<file path="src/rtl/gpio_irq_pkg.sv">
package gpio_irq_pkg;
  localparam int LINE_W    = 8;
  localparam int ADDR_W    = 8;
  localparam int NUM_PORTS = 3;

  typedef struct packed {
    logic [ADDR_W-1:0] data_off;
    logic [ADDR_W-1:0] dir_off;
    logic [ADDR_W-1:0] kind_off;
    logic [ADDR_W-1:0] sense_off;
    logic [ADDR_W-1:0] ack_off;
    logic [ADDR_W-1:0] en_off;
    logic [ADDR_W-1:0] stat_off;
  } port_map_t;

  // Index 0 = port A, 1 = port B, 2 = port F
  function automatic port_map_t port_map(input int idx);
    port_map_t m;
    case (idx)
      0:       m = '{8'h00, 8'h10, 8'h90, 8'h94, 8'h98, 8'h9C, 8'hA0};
      1:       m = '{8'h04, 8'h14, 8'hAC, 8'hB0, 8'hB4, 8'hB8, 8'hBC};
      default: m = '{8'h30, 8'h34, 8'h4C, 8'h50, 8'h54, 8'h5C, 8'h58};
    endcase
    return m;
  endfunction

  // Live level equals the chosen sense
  function automatic logic [LINE_W-1:0] level_hit(input logic [LINE_W-1:0] pin,
                                                  input logic [LINE_W-1:0] sense);
    return ~(pin ^ sense);
  endfunction

  // Transition in the chosen direction between two samples
  function automatic logic [LINE_W-1:0] edge_hit(input logic [LINE_W-1:0] cur,
                                                 input logic [LINE_W-1:0] prev,
                                                 input logic [LINE_W-1:0] sense);
    return (sense & cur & ~prev) | (~sense & ~cur & prev);
  endfunction

  function automatic logic [LINE_W-1:0] latch_next(input logic [LINE_W-1:0] latch,
                                                   input logic [LINE_W-1:0] kind,
                                                   input logic [LINE_W-1:0] clr,
                                                   input logic [LINE_W-1:0] evt);
    return kind & ((latch & ~clr) | evt);
  endfunction

  function automatic logic [LINE_W-1:0] line_status(input logic [LINE_W-1:0] en,
                                                    input logic [LINE_W-1:0] kind,
                                                    input logic [LINE_W-1:0] latch,
                                                    input logic [LINE_W-1:0] lvl);
    return en & ((kind & latch) | (~kind & lvl));
  endfunction
endpackage

</file>
<file path="src/rtl/gpio_sync.sv">
module gpio_sync #(
  parameter int W = 8
) (
  input  logic         clk,
  input  logic         rst_n,
  input  logic [W-1:0] d,
  output logic [W-1:0] q
);
  logic [W-1:0] stage1_q;
  logic [W-1:0] stage2_q;

  always_ff @(posedge clk or negedge rst_n) begin
    if (!rst_n) begin
      stage1_q <= '0;
      stage2_q <= '0;
    end else begin
      stage1_q <= d;
      stage2_q <= stage1_q;
    end
  end

  assign q = stage2_q;
endmodule

</file>
<file path="src/rtl/gpio_port_bank.sv">
module gpio_port_bank
  import gpio_irq_pkg::*;
#(
  parameter port_map_t MAP = port_map(0),
  parameter int        W   = LINE_W
) (
  input  logic              clk,
  input  logic              rst_n,
  input  logic              wr_en,
  input  logic [ADDR_W-1:0] addr,
  input  logic [W-1:0]      wdata,
  output logic [W-1:0]      rdata,
  input  logic [W-1:0]      pad_in,
  output logic [W-1:0]      pad_out,
  output logic [W-1:0]      pad_oe,
  output logic [W-1:0]      status
);
  logic [W-1:0] pin_s, pin_prev;
  logic [W-1:0] out_q, dir_q, kind_q, sense_q, en_q, latch_q;
  logic [W-1:0] edge_seen, level_match, ack_mask;

  gpio_sync #(.W(W)) u_sync (
    .clk   (clk),
    .rst_n (rst_n),
    .d     (pad_in),
    .q     (pin_s)
  );

  logic wr_data, wr_dir, wr_kind, wr_sense, wr_ack, wr_en_reg;
  assign wr_data   = wr_en && (addr == MAP.data_off);
  assign wr_dir    = wr_en && (addr == MAP.dir_off);
  assign wr_kind   = wr_en && (addr == MAP.kind_off);
  assign wr_sense  = wr_en && (addr == MAP.sense_off);
  assign wr_ack    = wr_en && (addr == MAP.ack_off);
  assign wr_en_reg = wr_en && (addr == MAP.en_off);

  assign ack_mask    = wr_ack ? wdata : '0;
  assign edge_seen   = edge_hit(pin_s, pin_prev, sense_q) & kind_q;
  assign level_match = level_hit(pin_s, sense_q);

  always_ff @(posedge clk or negedge rst_n) begin
    if (!rst_n) begin
      pin_prev <= '0;
      out_q    <= '0;
      dir_q    <= '0;
      kind_q   <= '0;
      sense_q  <= '0;
      en_q     <= '0;
      latch_q  <= '0;
    end else begin
      pin_prev <= pin_s;
      latch_q  <= latch_next(latch_q, kind_q, ack_mask, edge_seen);
      if (wr_data)   out_q   <= wdata;
      if (wr_dir)    dir_q   <= wdata;
      if (wr_kind)   kind_q  <= wdata;
      if (wr_sense)  sense_q <= wdata;
      if (wr_en_reg) en_q    <= wdata;
    end
  end

  assign status  = line_status(en_q, kind_q, latch_q, level_match);
  assign pad_out = out_q;
  assign pad_oe  = dir_q;

  always_comb begin
    rdata = '0;
    if      (addr == MAP.data_off)  rdata = (dir_q & out_q) | (~dir_q & pin_s);
    else if (addr == MAP.dir_off)   rdata = dir_q;
    else if (addr == MAP.kind_off)  rdata = kind_q;
    else if (addr == MAP.sense_off) rdata = sense_q;
    else if (addr == MAP.en_off)    rdata = en_q;
    else if (addr == MAP.stat_off)  rdata = status;
  end


  edge_latches_chk: assert property (@(posedge clk) disable iff (!rst_n)
    (edge_seen != '0) |=> ((latch_q & $past(edge_seen)) == $past(edge_seen)));


  latch_source_chk: assert property (@(posedge clk) disable iff (!rst_n)
    1'b1 |=> ((latch_q & ~$past(latch_q) & ~$past(edge_seen)) == '0));


  ack_clears_chk: assert property (@(posedge clk) disable iff (!rst_n)
    (ack_mask != '0) |=> ((latch_q & $past(ack_mask & ~edge_seen)) == '0));


  oe_follows_dir_chk: assert property (@(posedge clk) disable iff (!rst_n)
    wr_dir |=> (pad_oe == $past(wdata)));
endmodule

</file>
<file path="src/rtl/gpio_port_irq_ctrl.sv">
module gpio_port_irq_ctrl
  import gpio_irq_pkg::*;
(
  input  logic              clk,
  input  logic              rst_n,
  input  logic              bus_wr,
  input  logic [ADDR_W-1:0] bus_addr,
  input  logic [LINE_W-1:0] bus_wdata,
  output logic [LINE_W-1:0] bus_rdata,
  input  logic [LINE_W-1:0] port_a_pins,
  output logic [LINE_W-1:0] port_a_drive,
  output logic [LINE_W-1:0] port_a_oe,
  input  logic [LINE_W-1:0] port_b_pins,
  output logic [LINE_W-1:0] port_b_drive,
  output logic [LINE_W-1:0] port_b_oe,
  input  logic [LINE_W-1:0] port_f_pins,
  output logic [LINE_W-1:0] port_f_drive,
  output logic [LINE_W-1:0] port_f_oe,
  output logic              irq_ab,
  output logic [LINE_W-1:0] irq_f
);
  logic [LINE_W-1:0] pin_w  [NUM_PORTS];
  logic [LINE_W-1:0] drv_w  [NUM_PORTS];
  logic [LINE_W-1:0] oe_w   [NUM_PORTS];
  logic [LINE_W-1:0] stat_w [NUM_PORTS];
  logic [LINE_W-1:0] rd_w   [NUM_PORTS];

  assign pin_w[0] = port_a_pins;
  assign pin_w[1] = port_b_pins;
  assign pin_w[2] = port_f_pins;

  for (genvar g = 0; g < NUM_PORTS; g++) begin : g_port
    gpio_port_bank #(.MAP(port_map(g)), .W(LINE_W)) u_bank (
      .clk     (clk),
      .rst_n   (rst_n),
      .wr_en   (bus_wr),
      .addr    (bus_addr),
      .wdata   (bus_wdata),
      .rdata   (rd_w[g]),
      .pad_in  (pin_w[g]),
      .pad_out (drv_w[g]),
      .pad_oe  (oe_w[g]),
      .status  (stat_w[g])
    );
  end

  always_comb begin
    bus_rdata = '0;
    for (int i = 0; i < NUM_PORTS; i++) bus_rdata = bus_rdata | rd_w[i];
  end

  assign port_a_drive = drv_w[0];
  assign port_a_oe    = oe_w[0];
  assign port_b_drive = drv_w[1];
  assign port_b_oe    = oe_w[1];
  assign port_f_drive = drv_w[2];
  assign port_f_oe    = oe_w[2];

  assign irq_ab = (|stat_w[0]) | (|stat_w[1]);
  assign irq_f  = stat_w[2];
endmodule

</file>
<file path="config.mk">
export PLATFORM = sky130hd
export DESIGN_NAME = gpio_port_irq_ctrl
export DESIGN_NICKNAME = d
export VERILOG_FILES = /design/src/rtl/gpio_irq_pkg.sv /design/src/rtl/gpio_sync.sv /design/src/rtl/gpio_port_bank.sv /design/src/rtl/gpio_port_irq_ctrl.sv
export SDC_FILE = /design/constraint.sdc
export NUM_CORES = 1
export LEC_CHECK = 0
export ABC_AREA = 1
export BUFFER_PORTS_ARGS = -buffer_cell sky130_fd_sc_hd__buf_2
export CAP_MARGIN = 20
export CORE_UTILIZATION = 45
export CTS_BUF_LIST = sky130_fd_sc_hd__clkbuf_8 sky130_fd_sc_hd__clkbuf_16
export CTS_CLUSTER_SIZE = 12
export DETAILED_ROUTE_END_ITERATION = 16
export SYNTH_ARGS = -nofsm -noshare
export SYNTH_HDL_FRONTEND = slang
export SYNTH_SLANG_ARGS = --single-unit
</file>
<file path="constraint.sdc">
create_clock -name clk -period 2.9 [get_ports clk]
set_input_delay 0.58 -clock clk [delete_from_list [all_inputs] [get_ports clk]]
set_output_delay 0.58 -clock clk [all_outputs]
set_load 0.005 [all_outputs]
</file>
== Word-level counts from Yosys, hierarchy flattened ==
Cells that the tools add are included.

* Register bits after elaboration: 216
* Bits in latches: 0
* Memory bits (writable): 0
* Memory bits (read-only): 0
* Output and inout port bits: 65
* Logic and storage cells: 164
* Memories: 0

* $add $sub $neg: 0
* Multipliers: 0
* Div/mod/pow operators: 0
* $lt $le $gt $ge: 0
* Equal/unequal tests: 20
* Shift-type cells: 0
* Muxes and demuxes: 21
* Bitwise gates (word level): 75
* Reductions and logical operators: 21

{| class="wikitable"
|+ Operator list
! cell !! count
|-
| $and 8x8->8 || 36
|-
| $mux 8 || 21
|-
| $not 8->8 || 21
|-
| $or 8x8->8 || 14
|-
| $eq 8x8->1 const B || 10
|-
| $eq 8x7->1 const B || 5
|-
| $xor 8x8->8 || 3
|-
| $logic_and 1x1->1 || 18
|-
| $eq 8x5->1 const B || 2
|-
| $eq 8x6->1 const B || 2
|-
| $reduce_or 8->1 || 2
|-
| $eq 8x3->1 const B || 1
|-
| $logic_not 8->1 || 1
|-
| $or 1x1->1 || 1
|}

== Logic depth before layout (Yosys ltp) ==
* Depth in word-level cells: 13
* Depth in mapped cells: 11

== Hierarchy ==
From an unflattened synthesis, not the netlist that was laid out.

* Cells, all modules: 1224
* Area total of the unflattened synthesis: 10690.3 µm²

{| class="wikitable"
|+ By module, submodules not included
! module !! times used !! cells an instance !! area each (µm²) !! sequential area each (µm²)
|-
| gpio_port_bank at g_port[1].u_bank || 1 || 393 || 3154.3 || 1401.3
|-
| gpio_port_bank at g_port[2].u_bank || 1 || 378 || 3138.0 || 1401.3
|-
| gpio_port_bank at g_port[0].u_bank || 1 || 382 || 3090.5 || 1401.3
|-
| gpio_sync || 3 || 16 || 400.4 || 400.4
|-
| gpio_port_irq_ctrl || 1 || 23 || 106.4 || 0.0
|}

== Least setup slack after synthesis ==
Ideal clock, no wire load.

* Path kind: input to output
* Start: input bus_addr[1]
* End: output bus_rdata[2]
* Arrival: 1492 ps
* Required time: 2320 ps
* Slack: 828 ps
* Cell stages on the path: 10
* Path buffers: 1
* Cell sequence: nor2_4 > nand2_4 > inv_2 > buf_6 > nand2_1 > nor2_1 > nor2_1 > nand3_1 > nor2_1 > nand2_1

* Longest elaborated chain between the ends: 9
* Elaborated cells on any way between the ends: 38
* Those cells by class: eq/ne: 17; mux: 18; bitwise: 2; reduce/logical: 1

{| class="wikitable"
|+ Ends and longest elaborated chain
! what !! line !! RTL
|-
| from (decl) || gpio_port_irq_ctrl.sv:7 || <nowiki>input logic [ADDR_W-1:0] bus_addr,</nowiki>
|-
| $eq 8x8->1 || gpio_port_bank.sv:72 || <nowiki>else if (addr == MAP.stat_off) rdata = status;</nowiki>
|-
| $mux 8 || gpio_port_bank.sv:72 ||
|-
| $mux 8 || gpio_port_bank.sv:71 || <nowiki>else if (addr == MAP.en_off) rdata = en_q;</nowiki>
|-
| $mux 8 || gpio_port_bank.sv:70 || <nowiki>else if (addr == MAP.sense_off) rdata = sense_q;</nowiki>
|-
| $mux 8 || gpio_port_bank.sv:69 || <nowiki>else if (addr == MAP.kind_off) rdata = kind_q;</nowiki>
|-
| $mux 8 || gpio_port_bank.sv:68 || <nowiki>else if (addr == MAP.dir_off) rdata = dir_q;</nowiki>
|-
| $mux 8 || gpio_port_bank.sv:67 || <nowiki>if (addr == MAP.data_off) rdata = (dir_q & out_q) | (~dir_q & pin_s);</nowiki>
|-
| $or 8x8->8 || gpio_port_irq_ctrl.sv:49 || <nowiki>for (int i = 0; i < NUM_PORTS; i++) bus_rdata = bus_rdata | rd_w[i];</nowiki>
|-
| $or 8x8->8 * || gpio_port_irq_ctrl.sv:49 ||
|-
| to (decl) || gpio_port_irq_ctrl.sv:9 || <nowiki>output logic [LINE_W-1:0] bus_rdata,</nowiki>
|}

Every way passes the cells marked *; elsewhere a longest branch is shown, timed or not.

== Worst setup path after layout ==
* Start: register g_port[0].u_bank.sense_q[1]
* End: output bus_rdata[1]

* Longest elaborated chain between the ends: 13

{| class="wikitable"
|+ Ends and longest elaborated chain
! what !! line !! RTL
|-
| from (decl) || gpio_port_bank.sv:19 || <nowiki>logic [W-1:0] out_q, dir_q, kind_q, sense_q, en_q, latch_q;</nowiki>
|-
| from (signal assigned) || gpio_port_bank.sv:56 || <nowiki>if (wr_sense) sense_q <= wdata;</nowiki>
|-
| $xor 8x8->8 || gpio_irq_pkg.sv:30 || <nowiki>return ~(pin ^ sense);</nowiki>
|-
| $not 8->8 || gpio_irq_pkg.sv:30 ||
|-
| $and 8x8->8 || gpio_irq_pkg.sv:51 || <nowiki>return en & ((kind & latch) | (~kind & lvl));</nowiki>
|-
| $or 8x8->8 || gpio_irq_pkg.sv:51 ||
|-
| $and 8x8->8 || gpio_irq_pkg.sv:51 ||
|-
| $mux 8 || gpio_port_bank.sv:72 ||
|-
| $mux 8 || gpio_port_bank.sv:71 ||
|-
| $mux 8 * || gpio_port_bank.sv:70 ||
|-
| $mux 8 * || gpio_port_bank.sv:69 ||
|-
| $mux 8 * || gpio_port_bank.sv:68 ||
|-
| $mux 8 * || gpio_port_bank.sv:67 ||
|-
| $or 8x8->8 * (2 in series) || gpio_port_irq_ctrl.sv:49 ||
|}

Marks and branches as above.

==> impl_metrics.yaml <==
status:
  outcome: "complete, no violations"
clock_tree:
  clk_root_buffer_cell: "sky130_fd_sc_hd__clkbuf_16"
  worst_setup_hold_path_clk_slew_ps: 60
  clock_tree.buffer_depth: 3
  cts_made_buffers: 25
  htree_levels: 1
  clock_sink_count: 216
  cts_tree: "done"
  worst_skew_pair.late_latency_ps: 520
setup_path:
  regToRegEndpoint: "g_port[2].u_bank.latch_q[1]$_DFF_PN0_"
  worst_setup_path_end_kind: "output pin"
  timing.setup.critical_path_class: "flip-flop to output pin"
  path_max_fanout: 3
  critical_path.reg2reg.startpoint: "g_port[2].u_bank.sense_q[1]$_DFFE_PN0P_"
  startpoint_type: "flip-flop"
  worst-endpoint-required_ps: 2320
  r2r_cells: 4
  reg2reg_setup_slack_ps: 1870
  worst-endpoint-arrival_ps: 2220
sta:
  fin_ws_ps: 103
  finalSetupViolCount: 0
  fmax_mhz: 358
  period_share: 0.965
  fin_setup_tns_ps: 0
  worst_clock_skew_ps: 5.69
  hold_viol: 0
  worst_rel_slew_slack: 0.468
  report.final.slew_viol_count: 0
  timing_worst_slew_pin_value_ps: 798
  grt_setup_unrepaired: "false"
  layout_min_cycle_time_ps: 2800
global_routing:
  grt_pass1_wl_mm: 44.2
  grt_start_max_net_pins: 72
  first_global_vias: 7954
  antenna_found_initial: 1
  gr-total-overflow: 0
  grt_usage: 0.242
yosys:
  synthesis.yosys.warnings: 0
  gate_count_after_technology_mapping: 1179
  synth_seq_area_share: 0.523
  syn-mean-instance-area_sq_um: 8.77
  postSynthRegisterBits: 216
  synth_nets: 1270
  post_synth_instance_area_sq_mm: 0.0103
  count_of_different_cell_masters_after_synthesis: 29
drt:
  drt_iter0_drc: 669
  ant_nets: 0
  detail_route.first_pass.iterations: 6
  routed_wl_mm: 28.0
  vias_per_cell: 5.20
  wl_per_cell_um: 17.5
  vias: 8309
  drc: 0
die:
  floorplan.die_area_sq_mm: 0.0236
  row_count: 55
  floorplan.core_area_sq_mm: 0.0226
  starting_utilization_of_the_core_area: 0.458
  num_io_pins: 108
  die_h_um: 154
  die_w_um: 154
placed_design:
  placement.io_buffers: 107
  detailedPlace.worstSlack_ps: 269
  detailedPlacementHpwl_mm: 20.3
  gp_congestion: 0.955
power_and_ir_drop:
  power_leakage_nw: 5.97
  total_power_mw: 6.83
  ir_worst_vdd_uv: 349
  p_per_cell_area_mw_per_mm2: 570
cells_and_area:
  layout-drive-gt1-share: 0.177
  final_nets: 1386
  num-fill-cells: 2116
  syn_to_final_growth_pct: 15.9
worst_hold_path:
  holdCritPathClass: "input pin to async pin"
run:
  max_capacitance_violation_count: 0
## final cells by class
cell class	count	area (sq um)	area share
Antenna cell	1	2.50	0.000209
Clock buffer	30	694	0.0580
Clock inverter	13	93.8	0.00783
Inverter	123	462	0.0385
Multi-Input combinational cell	812	4320	0.361
Sequential cell	216	5410	0.451
Tap cell	285	357	0.0298
Timing Repair Buffer	117	646	0.0539
## flip-flops by register name, indices dropped and copies added (netlist names)
name	flops
g_port.u_bank.kind_q	24
g_port.u_bank.sense_q	24
g_port.u_bank.pin_prev	24
g_port.u_bank.pad_out	24
g_port.u_bank.u_sync.stage1_q	24
g_port.u_bank.pad_oe	24
g_port.u_bank.en_q	24
g_port.u_bank.u_sync.q	24
g_port.u_bank.latch_q	24
## per-stage QoR
step | area, sq um | std cells | util | hold slack, ps
4_1_cts | 12000 | 1596 | 0.530 | 55.6
2_1_floorplan | 10300 | 1179 | - | 284
3_3_place_gp | 11200 | 1553 | 0.496 | 331
3_5_place_dp | 11200 | 1553 | 0.496 | 335
5_1_grt | 12000 | 1597 | 0.531 | 74.5
6_report | 12000 | 1597 | 0.531 | 24.9
## worst max path at each step
stage          slack (ps)  cells after the start                               startpoint           end
2_1_floorplan         830                     10                              bus_addr[1]  bus_rdata[2]
3_3_place_gp          240                     12                              bus_addr[4]  bus_rdata[6]
3_5_place_dp          270                     11                              bus_addr[1]  bus_rdata[6]
4_1_cts                90                     12  g_port[0].u_bank.sense_q[1]$_DFFE_PN0P_  bus_rdata[1]
5_1_grt                10                     12  g_port[2].u_bank.sense_q[5]$_DFFE_PN0P_  bus_rdata[5]
6_report              100                     12  g_port[0].u_bank.sense_q[1]$_DFFE_PN0P_  bus_rdata[1]
## synth_stat cells (all sizes together)
cell type	instances	share of area
a21boi	5	0.0036
o21ai	171	0.092
ha	48	0.058
nor2	127	0.058
nand2	332	0.13
nor3	8	0.0050
nor4	2	0.0012
buf	15	0.010
nand4	10	0.0067
mux2i	24	0.023
dfrtp	216	0.52
a21oi	20	0.0097
inv	123	0.045
nand3	65	0.035
clkbuf	13	0.0047
## timing repair
action / in CTS / in global routing
endpoints found under the hold margin: 0 / 0
setup buffers: 0 / 0
endpoints found under the setup margin: 0 / 2
hold buffers: 0 / 0
gates resized for setup: 0 / 2
## critical path, stage by stage, from the launching register on
cell                      delay, ps
sky130_fd_sc_hd__dfrtp_1        380
sky130_fd_sc_hd__inv_1          140
sky130_fd_sc_hd__ha_1           250
sky130_fd_sc_hd__inv_1           60
sky130_fd_sc_hd__nor2_1          40
sky130_fd_sc_hd__nor2_1         240
sky130_fd_sc_hd__nand2_1        100
sky130_fd_sc_hd__nand2_1         80
sky130_fd_sc_hd__nor2_1          40
sky130_fd_sc_hd__nand3_1        100
sky130_fd_sc_hd__nor2_1          70
sky130_fd_sc_hd__nand2_1        100
sky130_fd_sc_hd__buf_2          130
## placed cells by master (no fill, tap or decap), types with 2 or more instances in the layout
cell type / count
sky130_fd_sc_hd__ha_1: 48
sky130_fd_sc_hd__mux2i_1: 24
sky130_fd_sc_hd__a21oi_1: 19
sky130_fd_sc_hd__clkinv_4: 2
sky130_fd_sc_hd__dfrtp_1: 216
sky130_fd_sc_hd__inv_1: 121
sky130_fd_sc_hd__nor2_2: 6
sky130_fd_sc_hd__nor4_1: 2
sky130_fd_sc_hd__o21ai_1: 18
sky130_fd_sc_hd__nand4_1: 9
sky130_fd_sc_hd__nand3_1: 60
sky130_fd_sc_hd__nor3_1: 7
sky130_fd_sc_hd__o21ai_2: 24
sky130_fd_sc_hd__nand2_2: 15
sky130_fd_sc_hd__buf_4: 8
sky130_fd_sc_hd__clkbuf_16: 25
sky130_fd_sc_hd__nand2_4: 2
sky130_fd_sc_hd__buf_2: 106
sky130_fd_sc_hd__o21ai_0: 129
sky130_fd_sc_hd__clkinv_2: 4
sky130_fd_sc_hd__buf_12: 2
sky130_fd_sc_hd__nand2_1: 315
sky130_fd_sc_hd__nor2_4: 15
sky130_fd_sc_hd__clkbuf_8: 5
sky130_fd_sc_hd__inv_2: 7
sky130_fd_sc_hd__nor2_1: 106
sky130_fd_sc_hd__nand3_2: 4
sky130_fd_sc_hd__a21boi_0: 4
## cells by family (layout without fill, tap and decap cells)
logic type / count (synthesis) / count (layout) / share of synthesized area
buf+inv: 151 / 283 / 0.0596
fa+ha+maj: 48 / 48 / 0.0581
compound gates: 196 / 196 / 0.105
simple gates: 544 / 544 / 0.231
mux: 24 / 24 / 0.0232
other cells: 0 / 1 / 0
flops: 216 / 216 / 0.523
## per-layer routing
layer  wire, um  track usage  up-vias
met2      12900        0.389      256
met1      12700        0.341     3974
met3       1450       0.0318       60
li1           -            -     4019
met5          0            0        -
met4        878       0.0762        0
## power breakdown
part	switching (mW)	total [mW]	internal [mW]
combinational	0.343	0.522	0.179
sequential	0.119	3.27	3.15
clock	1.25	3.03	1.78
total	1.72	6.83	5.11
(Power assumes the default switching activity.)
